--- config.mk ---
export PLATFORM = sky130hd
export DESIGN_NAME = txrdy_idle_mon
export DESIGN_NICKNAME = d
export VERILOG_FILES = /design/src/rtl/txr_pkg.sv /design/src/rtl/txr_cfg_reg.sv /design/src/rtl/txr_ready_ctrl.sv /design/src/rtl/txr_idle_timer.sv /design/src/rtl/txrdy_idle_mon.sv
export SDC_FILE = /design/constraint.sdc
export NUM_CORES = 1
export LEC_CHECK = 0
export BUFFER_PORTS_ARGS = -buffer_cell sky130_fd_sc_hd__buf_2
export CELL_PAD_IN_SITES_DETAIL_PLACEMENT = 0
export CELL_PAD_IN_SITES_GLOBAL_PLACEMENT = 2
export CORE_MARGIN = 2
export CORE_UTILIZATION = 36
export DETAILED_ROUTE_END_ITERATION = 12
export PLACE_DENSITY = 0.79
export SLEW_MARGIN = 0
export SYNTH_ARGS = -nofsm -noshare
export SYNTH_HDL_FRONTEND = slang
export SYNTH_SLANG_ARGS = --single-unit
--- constraint.sdc ---
create_clock -name clk -period 2.15 [get_ports clk]
set_input_delay 0.215 -clock clk [delete_from_list [all_inputs] [get_ports clk]]
set_output_delay 0.215 -clock clk [all_outputs]
set_load 0.03 [all_outputs]
--- src/rtl/txr_pkg.sv ---
package txr_pkg;

   typedef struct packed {
      logic en;
      logic act_low;
      logic ext;
   } txr_flags_t;

   typedef enum logic {
      PORT_LIVE = 1'b0,
      PORT_IDLE = 1'b1
   } txr_port_e;

endpackage

--- src/rtl/txr_cfg_reg.sv ---
module txr_cfg_reg
   import txr_pkg::*;
#(
   parameter int LVL_W   = 13,
   parameter int THR_MAX = 2048
) (
   input  logic             clk,
   input  logic             rst_n,
   input  logic             wr,
   input  logic             en_in,
   input  logic             act_low_in,
   input  logic             ext_in,
   input  logic [LVL_W-1:0] thr_in,
   output txr_flags_t       flags_q,
   output logic [LVL_W-1:0] thr_q
);

   localparam logic [LVL_W-1:0] THR_LIMIT = LVL_W'(THR_MAX);

   logic bad_thr;

   assign bad_thr = en_in && ((thr_in == '0) || (thr_in > THR_LIMIT));

   always_ff @(posedge clk or negedge rst_n) begin
      if (!rst_n) begin
         flags_q <= '0;
         thr_q   <= '0;
      end else if (wr) begin
         flags_q.ext <= ext_in;
         if (bad_thr) begin
            flags_q.en      <= 1'b0;
            flags_q.act_low <= 1'b0;
            thr_q           <= '0;
         end else begin
            flags_q.en      <= en_in;
            flags_q.act_low <= act_low_in;
            thr_q           <= thr_in;
         end
      end
   end

endmodule

--- src/rtl/txr_ready_ctrl.sv ---
module txr_ready_ctrl #(
   parameter int LVL_W = 13
) (
   input  logic             clk,
   input  logic             rst_n,
   input  logic             en,
   input  logic [LVL_W-1:0] thr,
   input  logic [LVL_W-1:0] level,
   output logic             armed
);

   logic has_data;
   logic over_thr;
   logic armed_d;

   assign has_data = (level != '0);
   assign over_thr = (level >= thr);
   assign armed_d  = en && has_data && (armed || over_thr);

   always_ff @(posedge clk or negedge rst_n) begin
      if (!rst_n) armed <= 1'b0;
      else        armed <= armed_d;
   end

endmodule

--- src/rtl/txr_idle_timer.sv ---
module txr_idle_timer
   import txr_pkg::*;
#(
   parameter int CLK_HZ  = 100_000_000,
   parameter int IDLE_MS = 2000,
   parameter int LVL_W   = 13,
   parameter int BACKLOG = 4096
) (
   input  logic             clk,
   input  logic             rst_n,
   input  logic             access,
   input  logic             ext,
   input  logic [LVL_W-1:0] level,
   output txr_port_e        state_q
);

   localparam int PRE  = CLK_HZ / 1000;
   localparam int PRE_W = (PRE > 1) ? $clog2(PRE) : 1;
   localparam int MS_W = $clog2(IDLE_MS + 1);
   localparam logic [MS_W-1:0]  MS_END   = MS_W'(IDLE_MS);
   localparam logic [LVL_W-1:0] BL_LIMIT = LVL_W'(BACKLOG);

   logic            ms_tick;
   logic [MS_W-1:0] ms_q;
   logic            expired;
   logic            backlog_ok;

   generate
      if (PRE == 1) begin : g_direct
         assign ms_tick = 1'b1;
      end else begin : g_presc
         localparam logic [PRE_W-1:0] PRE_END = PRE_W'(PRE - 1);
         logic [PRE_W-1:0] pre_q;
         always_ff @(posedge clk or negedge rst_n) begin
            if (!rst_n)                pre_q <= '0;
            else if (access)           pre_q <= '0;
            else if (pre_q == PRE_END) pre_q <= '0;
            else                       pre_q <= pre_q + 1'b1;
         end
         assign ms_tick = (pre_q == PRE_END);
      end
   endgenerate

   always_ff @(posedge clk or negedge rst_n) begin
      if (!rst_n)                        ms_q <= '0;
      else if (access)                   ms_q <= '0;
      else if (ms_tick && ms_q != MS_END) ms_q <= ms_q + 1'b1;
   end

   assign expired    = (ms_q == MS_END);
   assign backlog_ok = !ext || (level >= BL_LIMIT);

   always_ff @(posedge clk or negedge rst_n) begin
      if (!rst_n)                     state_q <= PORT_LIVE;
      else if (access)                state_q <= PORT_LIVE;
      else if (expired && backlog_ok) state_q <= PORT_IDLE;
   end

endmodule

--- src/rtl/txrdy_idle_mon.sv ---
module txrdy_idle_mon
   import txr_pkg::*;
#(
   parameter int CLK_HZ  = 100_000_000,
   parameter int IDLE_MS = 2000,
   parameter int LVL_W   = 13,
   parameter int THR_MAX = 2048,
   parameter int BACKLOG = 4096
) (
   input  logic             clk,
   input  logic             rst_n,
   input  logic             cfg_wr,
   input  logic             cfg_enable,
   input  logic             cfg_active_low,
   input  logic             cfg_ext_timeout,
   input  logic [LVL_W-1:0] cfg_threshold,
   input  logic             host_access,
   input  logic [LVL_W-1:0] buf_level,
   output logic             tx_ready,
   output logic             port_idle
);

   generate
      if (CLK_HZ < 1000) begin : g_bad_clk
         $error("CLK_HZ must be at least 1000");
      end
      if (IDLE_MS < 1) begin : g_bad_ms
         $error("IDLE_MS must be at least 1");
      end
      if (THR_MAX >= (1 << LVL_W)) begin : g_bad_thr
         $error("THR_MAX does not fit in LVL_W");
      end
      if (BACKLOG >= (1 << LVL_W)) begin : g_bad_bl
         $error("BACKLOG does not fit in LVL_W");
      end
   endgenerate

   txr_flags_t       cfg_q;
   logic [LVL_W-1:0] thr_q;
   logic             armed;
   txr_port_e        port_st;

   txr_cfg_reg #(
      .LVL_W  (LVL_W),
      .THR_MAX(THR_MAX)
   ) u_cfg (
      .clk       (clk),
      .rst_n     (rst_n),
      .wr        (cfg_wr),
      .en_in     (cfg_enable),
      .act_low_in(cfg_active_low),
      .ext_in    (cfg_ext_timeout),
      .thr_in    (cfg_threshold),
      .flags_q   (cfg_q),
      .thr_q     (thr_q)
   );

   txr_ready_ctrl #(
      .LVL_W(LVL_W)
   ) u_ready (
      .clk  (clk),
      .rst_n(rst_n),
      .en   (cfg_q.en),
      .thr  (thr_q),
      .level(buf_level),
      .armed(armed)
   );

   txr_idle_timer #(
      .CLK_HZ (CLK_HZ),
      .IDLE_MS(IDLE_MS),
      .LVL_W  (LVL_W),
      .BACKLOG(BACKLOG)
   ) u_idle (
      .clk    (clk),
      .rst_n  (rst_n),
      .access (host_access),
      .ext    (cfg_q.ext),
      .level  (buf_level),
      .state_q(port_st)
   );

   assign tx_ready  = armed ^ cfg_q.act_low;
   assign port_idle = (port_st == PORT_IDLE);

endmodule

==> results.sh <==
export IMPL_synth_distinct_cells=40
export IMPL_whs_ns=0.131
export IMPL_ant_nets=0
export IMPL_cp_slowest_stage_delay_ns=0.50
export IMPL_place_area_um2=2790
export IMPL_synth_edf_count=0
export IMPL_layout_min_cycle_time_ns=1.96
export IMPL_finalCritPeriodShare=0.910
export IMPL_antennaDiodeCount=0
export IMPL_dp_hpwl_um=4100
export IMPL_cts_sinks=46
export IMPL_finalHoldViolations=0
export IMPL_ys_seq_area_frac=0.460
export IMPL_grt_pass1_vias=1886
export IMPL_path_class="reg2reg"
export IMPL_netlist_area_um2=2500
export IMPL_synth_top_area_frac=0.460
export IMPL_grt_max_degree=17
export IMPL_ys_flop_type="dfrtp_1"
export IMPL_ys_warn_count=0
export IMPL_async_flop_share=1.00
export IMPL_boundaryPins=35
export IMPL_area_delta_synth_final_pct=16.3
export IMPL_status="complete, no violations"
export IMPL_design_area_um2=2910
export IMPL_gp_congestion=0.817
export IMPL_slew_violations=0
export IMPL_placedCellCount=363
export IMPL_yosys_top_cells_area="dfrtp_1 (46%), ha_1 (8.0%), a22o_1 (4.5%)"
export IMPL_vias=1917
export IMPL_fin_util=0.431
export IMPL_critPathSlowestCell="or4_1"
export IMPL_avgSynthCellArea_um2=10.1
export IMPL_maxCapViolCount=0
export IMPL_skew_ns=0.00781
export IMPL_hold_class="in2reg"
export IMPL_drc=0
export IMPL_port_buffers=34
export IMPL_synth_largest_area_cell="dfrtp_1"
export IMPL_syn_inst=248
export IMPL_worstPathArrival_ns=2.18
export IMPL_rows=30
export IMPL_fp_dieW_um=87.4
export IMPL_cts_max_path_buffers=2
export IMPL_clk_latency_ns=0.30
export IMPL_drive_gt1_frac=0.202
export IMPL_drtIter0Drc=82
export IMPL_firstDrtPassIters=4
export IMPL_relSlewSlack=0.648
export IMPL_grtUsageMet2=0.239
export IMPL_finalNonFillerCells=372
export IMPL_max_freq_mhz=511
export IMPL_path_cells="ha_1 > and4_2 > and4_2 > o21ai_4 > or4_1 > a21oi_1"
export IMPL_grt_antenna_before_repair=0
export IMPL_powerDensity_nw_per_um2=611
export IMPL_path_clk_slew_ns=0.08
export IMPL_grt_busiest_layer="met2"
export IMPL_cp_start_kind="flip-flop"
export IMPL_cp_end_kind="flip-flop"
export IMPL_rrSetupSlack_ns=0.19
export IMPL_syn_num_nets=297
export IMPL_ir_drop_mv=0.339
export IMPL_synth_seq_cells=46
export IMPL_worstPathRequired_ns=2.37
export IMPL_core_um2=6760
export IMPL_initial_core_util=0.371
export IMPL_cts_buffers=5
export IMPL_setup_viol=0
export IMPL_clock_root_buffer="clkbuf_8"
export IMPL_p_leak_nw=1.34
export IMPL_wl_per_cell_um=14.4
export IMPL_worst_path_most_repeated_cell="and4_2"
export IMPL_grt_pass1_wl_um=9240
export IMPL_track_usage=0.156
export IMPL_wirelength_um=5370
export IMPL_finalSetupTns_ns=0
export IMPL_grt_setup_unrepaired="false"
export IMPL_cts_tree="yes"
export IMPL_die_area_um2=7640
export IMPL_worstMarginPinSlew_ns=0.524
export IMPL_cts_max_level=2
export IMPL_met1_usage=0.227
export IMPL_grt_use_met3=0.0313
export IMPL_die_h_um=87.4
export IMPL_crit_fanout=6
export IMPL_gr_total_overflow=0
export IMPL_avgViaCountPerCell=5.15
export IMPL_post_cts_setup_buffers=0
export IMPL_nNetsFinal=340
synth_stat cells (3+ instances only):
library cell / n
dfrtp_1: 46
nor2_1: 23
inv_1: 20
ha_1: 16
nand3_1: 15
nand2_1: 14
a22o_1: 13
xor2_1: 12
nand4_1: 10
o21ai_0: 8
a21oi_1: 7
xnor2_1: 7
and4_1: 5
clkbuf_1: 5
nor4_1: 4
a211oi_1: 3
and4bb_2: 3
nor3_1: 3
o211ai_1: 3
o31ai_1: 3
cell families (layout without fill, tap and decap cells):
| family | Yosys count | count (layout) | share of synthesized area |
|---|---|---|---|
| buf+inv | 28 | 72 | 0.0479 |
| fa+ha+maj | 16 | 16 | 0.0799 |
| compound gates | 45 | 45 | 0.130 |
| simple gates | 92 | 92 | 0.207 |
| flops | 46 | 46 | 0.460 |
| xor+xnor | 19 | 19 | 0.0664 |
| mux | 2 | 2 | 0.00899 |
worst paths after layout:
kind,start,to,depth (start not counted)
max reg2reg,u_idle.g_presc.pre_q[0],u_idle.ms_q[9],6
min reg2reg,u_idle.g_presc.pre_q[0],u_idle.g_presc.pre_q[0],1
max,u_idle.g_presc.pre_q[0],u_idle.ms_q[9],6
min,cfg_active_low,u_cfg.flags_q[1],2
min in group asynchronous,rst_n,u_cfg.thr_q[6],2
max in group asynchronous,rst_n,u_idle.ms_q[1],3
layer usage:
layer,wire [um],part of all wire
met1,2760,0.51
met5,0,0
met3,162,0.030
met4,59,0.011
met2,2390,0.44
power breakdown:
part | internal, mW | switching, mW | leakage [nW]
Clock | 0.348 | 0.288 | 0.0524
Combinational | 0.0997 | 0.122 | 0.663
Sequential | 0.898 | 0.0231 | 0.620
area by class of cell:
| class | count | area (um^2) |
|---|---|---|
| inverters | 21 | 78.8 |
| flip-flops and latches | 46 | 1150 |
| fillers | 695 | 3840 |
| multi-input cells | 174 | 1240 |
| repair buffers | 43 | 240 |
| well taps | 80 | 100 |
| clock inverters | 1 | 30.0 |
| clock buffers | 7 | 76.3 |
critical path, delay by kind of cell (launching register included):
family,cells,cell delay (ns)
simple gates,3,1.06
flops,1,0.39
compound gates,2,0.23
fa+ha+maj,1,0.21
registers in the layout, summed over array words and instances, names as in the netlist:
signal and cells:
u_idle.ms_q 11, u_idle.state_q 1, u_idle.g_presc.pre_q 17, u_cfg.thr_q 13, u_ready.armed 1, u_cfg.flags_q 3
placed cells by master (no fill, tap or decap), types with 3 or more instances in the layout:
master | synthesis | layout
dfrtp_1 | 46 | 46
buf_2 | 0 | 34
nor2_1 | 23 | 23
inv_1 | 20 | 20
ha_1 | 16 | 16
nand3_1 | 15 | 15
nand2_1 | 14 | 14
a22o_1 | 13 | 13
xor2_1 | 12 | 12
nand4_1 | 10 | 10
o21ai_0 | 8 | 8
buf_4 | 0 | 8
xnor2_1 | 7 | 7
a21oi_1 | 7 | 7
clkbuf_8 | 0 | 5
nor4_1 | 4 | 4
and4_2 | 1 | 3
and4bb_2 | 3 | 3
and4_1 | 5 | 3
a211oi_1 | 3 | 3
o211ai_1 | 3 | 3
o31ai_1 | 3 | 3
nor3_1 | 3 | 3
timing repair:
| action | in CTS | in global routing |
|---|---|---|
| hold endpoints to repair | 14 | 0 |
| hold buffers | 1 | 0 |
| endpoints found under the setup margin | 0 | 1 |
| resized for setup | 0 | 2 |
through the flow:
stage | power (mW) | setup WS, ns
3_3_place_gp | 1.16 | 0.217
2_1_floorplan | 1.06 | 0.217
5_1_grt | 1.88 | 0.0210
4_1_cts | 1.81 | 0.136
6_report | 1.78 | 0.193
3_5_place_dp | 1.17 | 0.157
No activity file was read; power rests on OpenSTA's default activity.
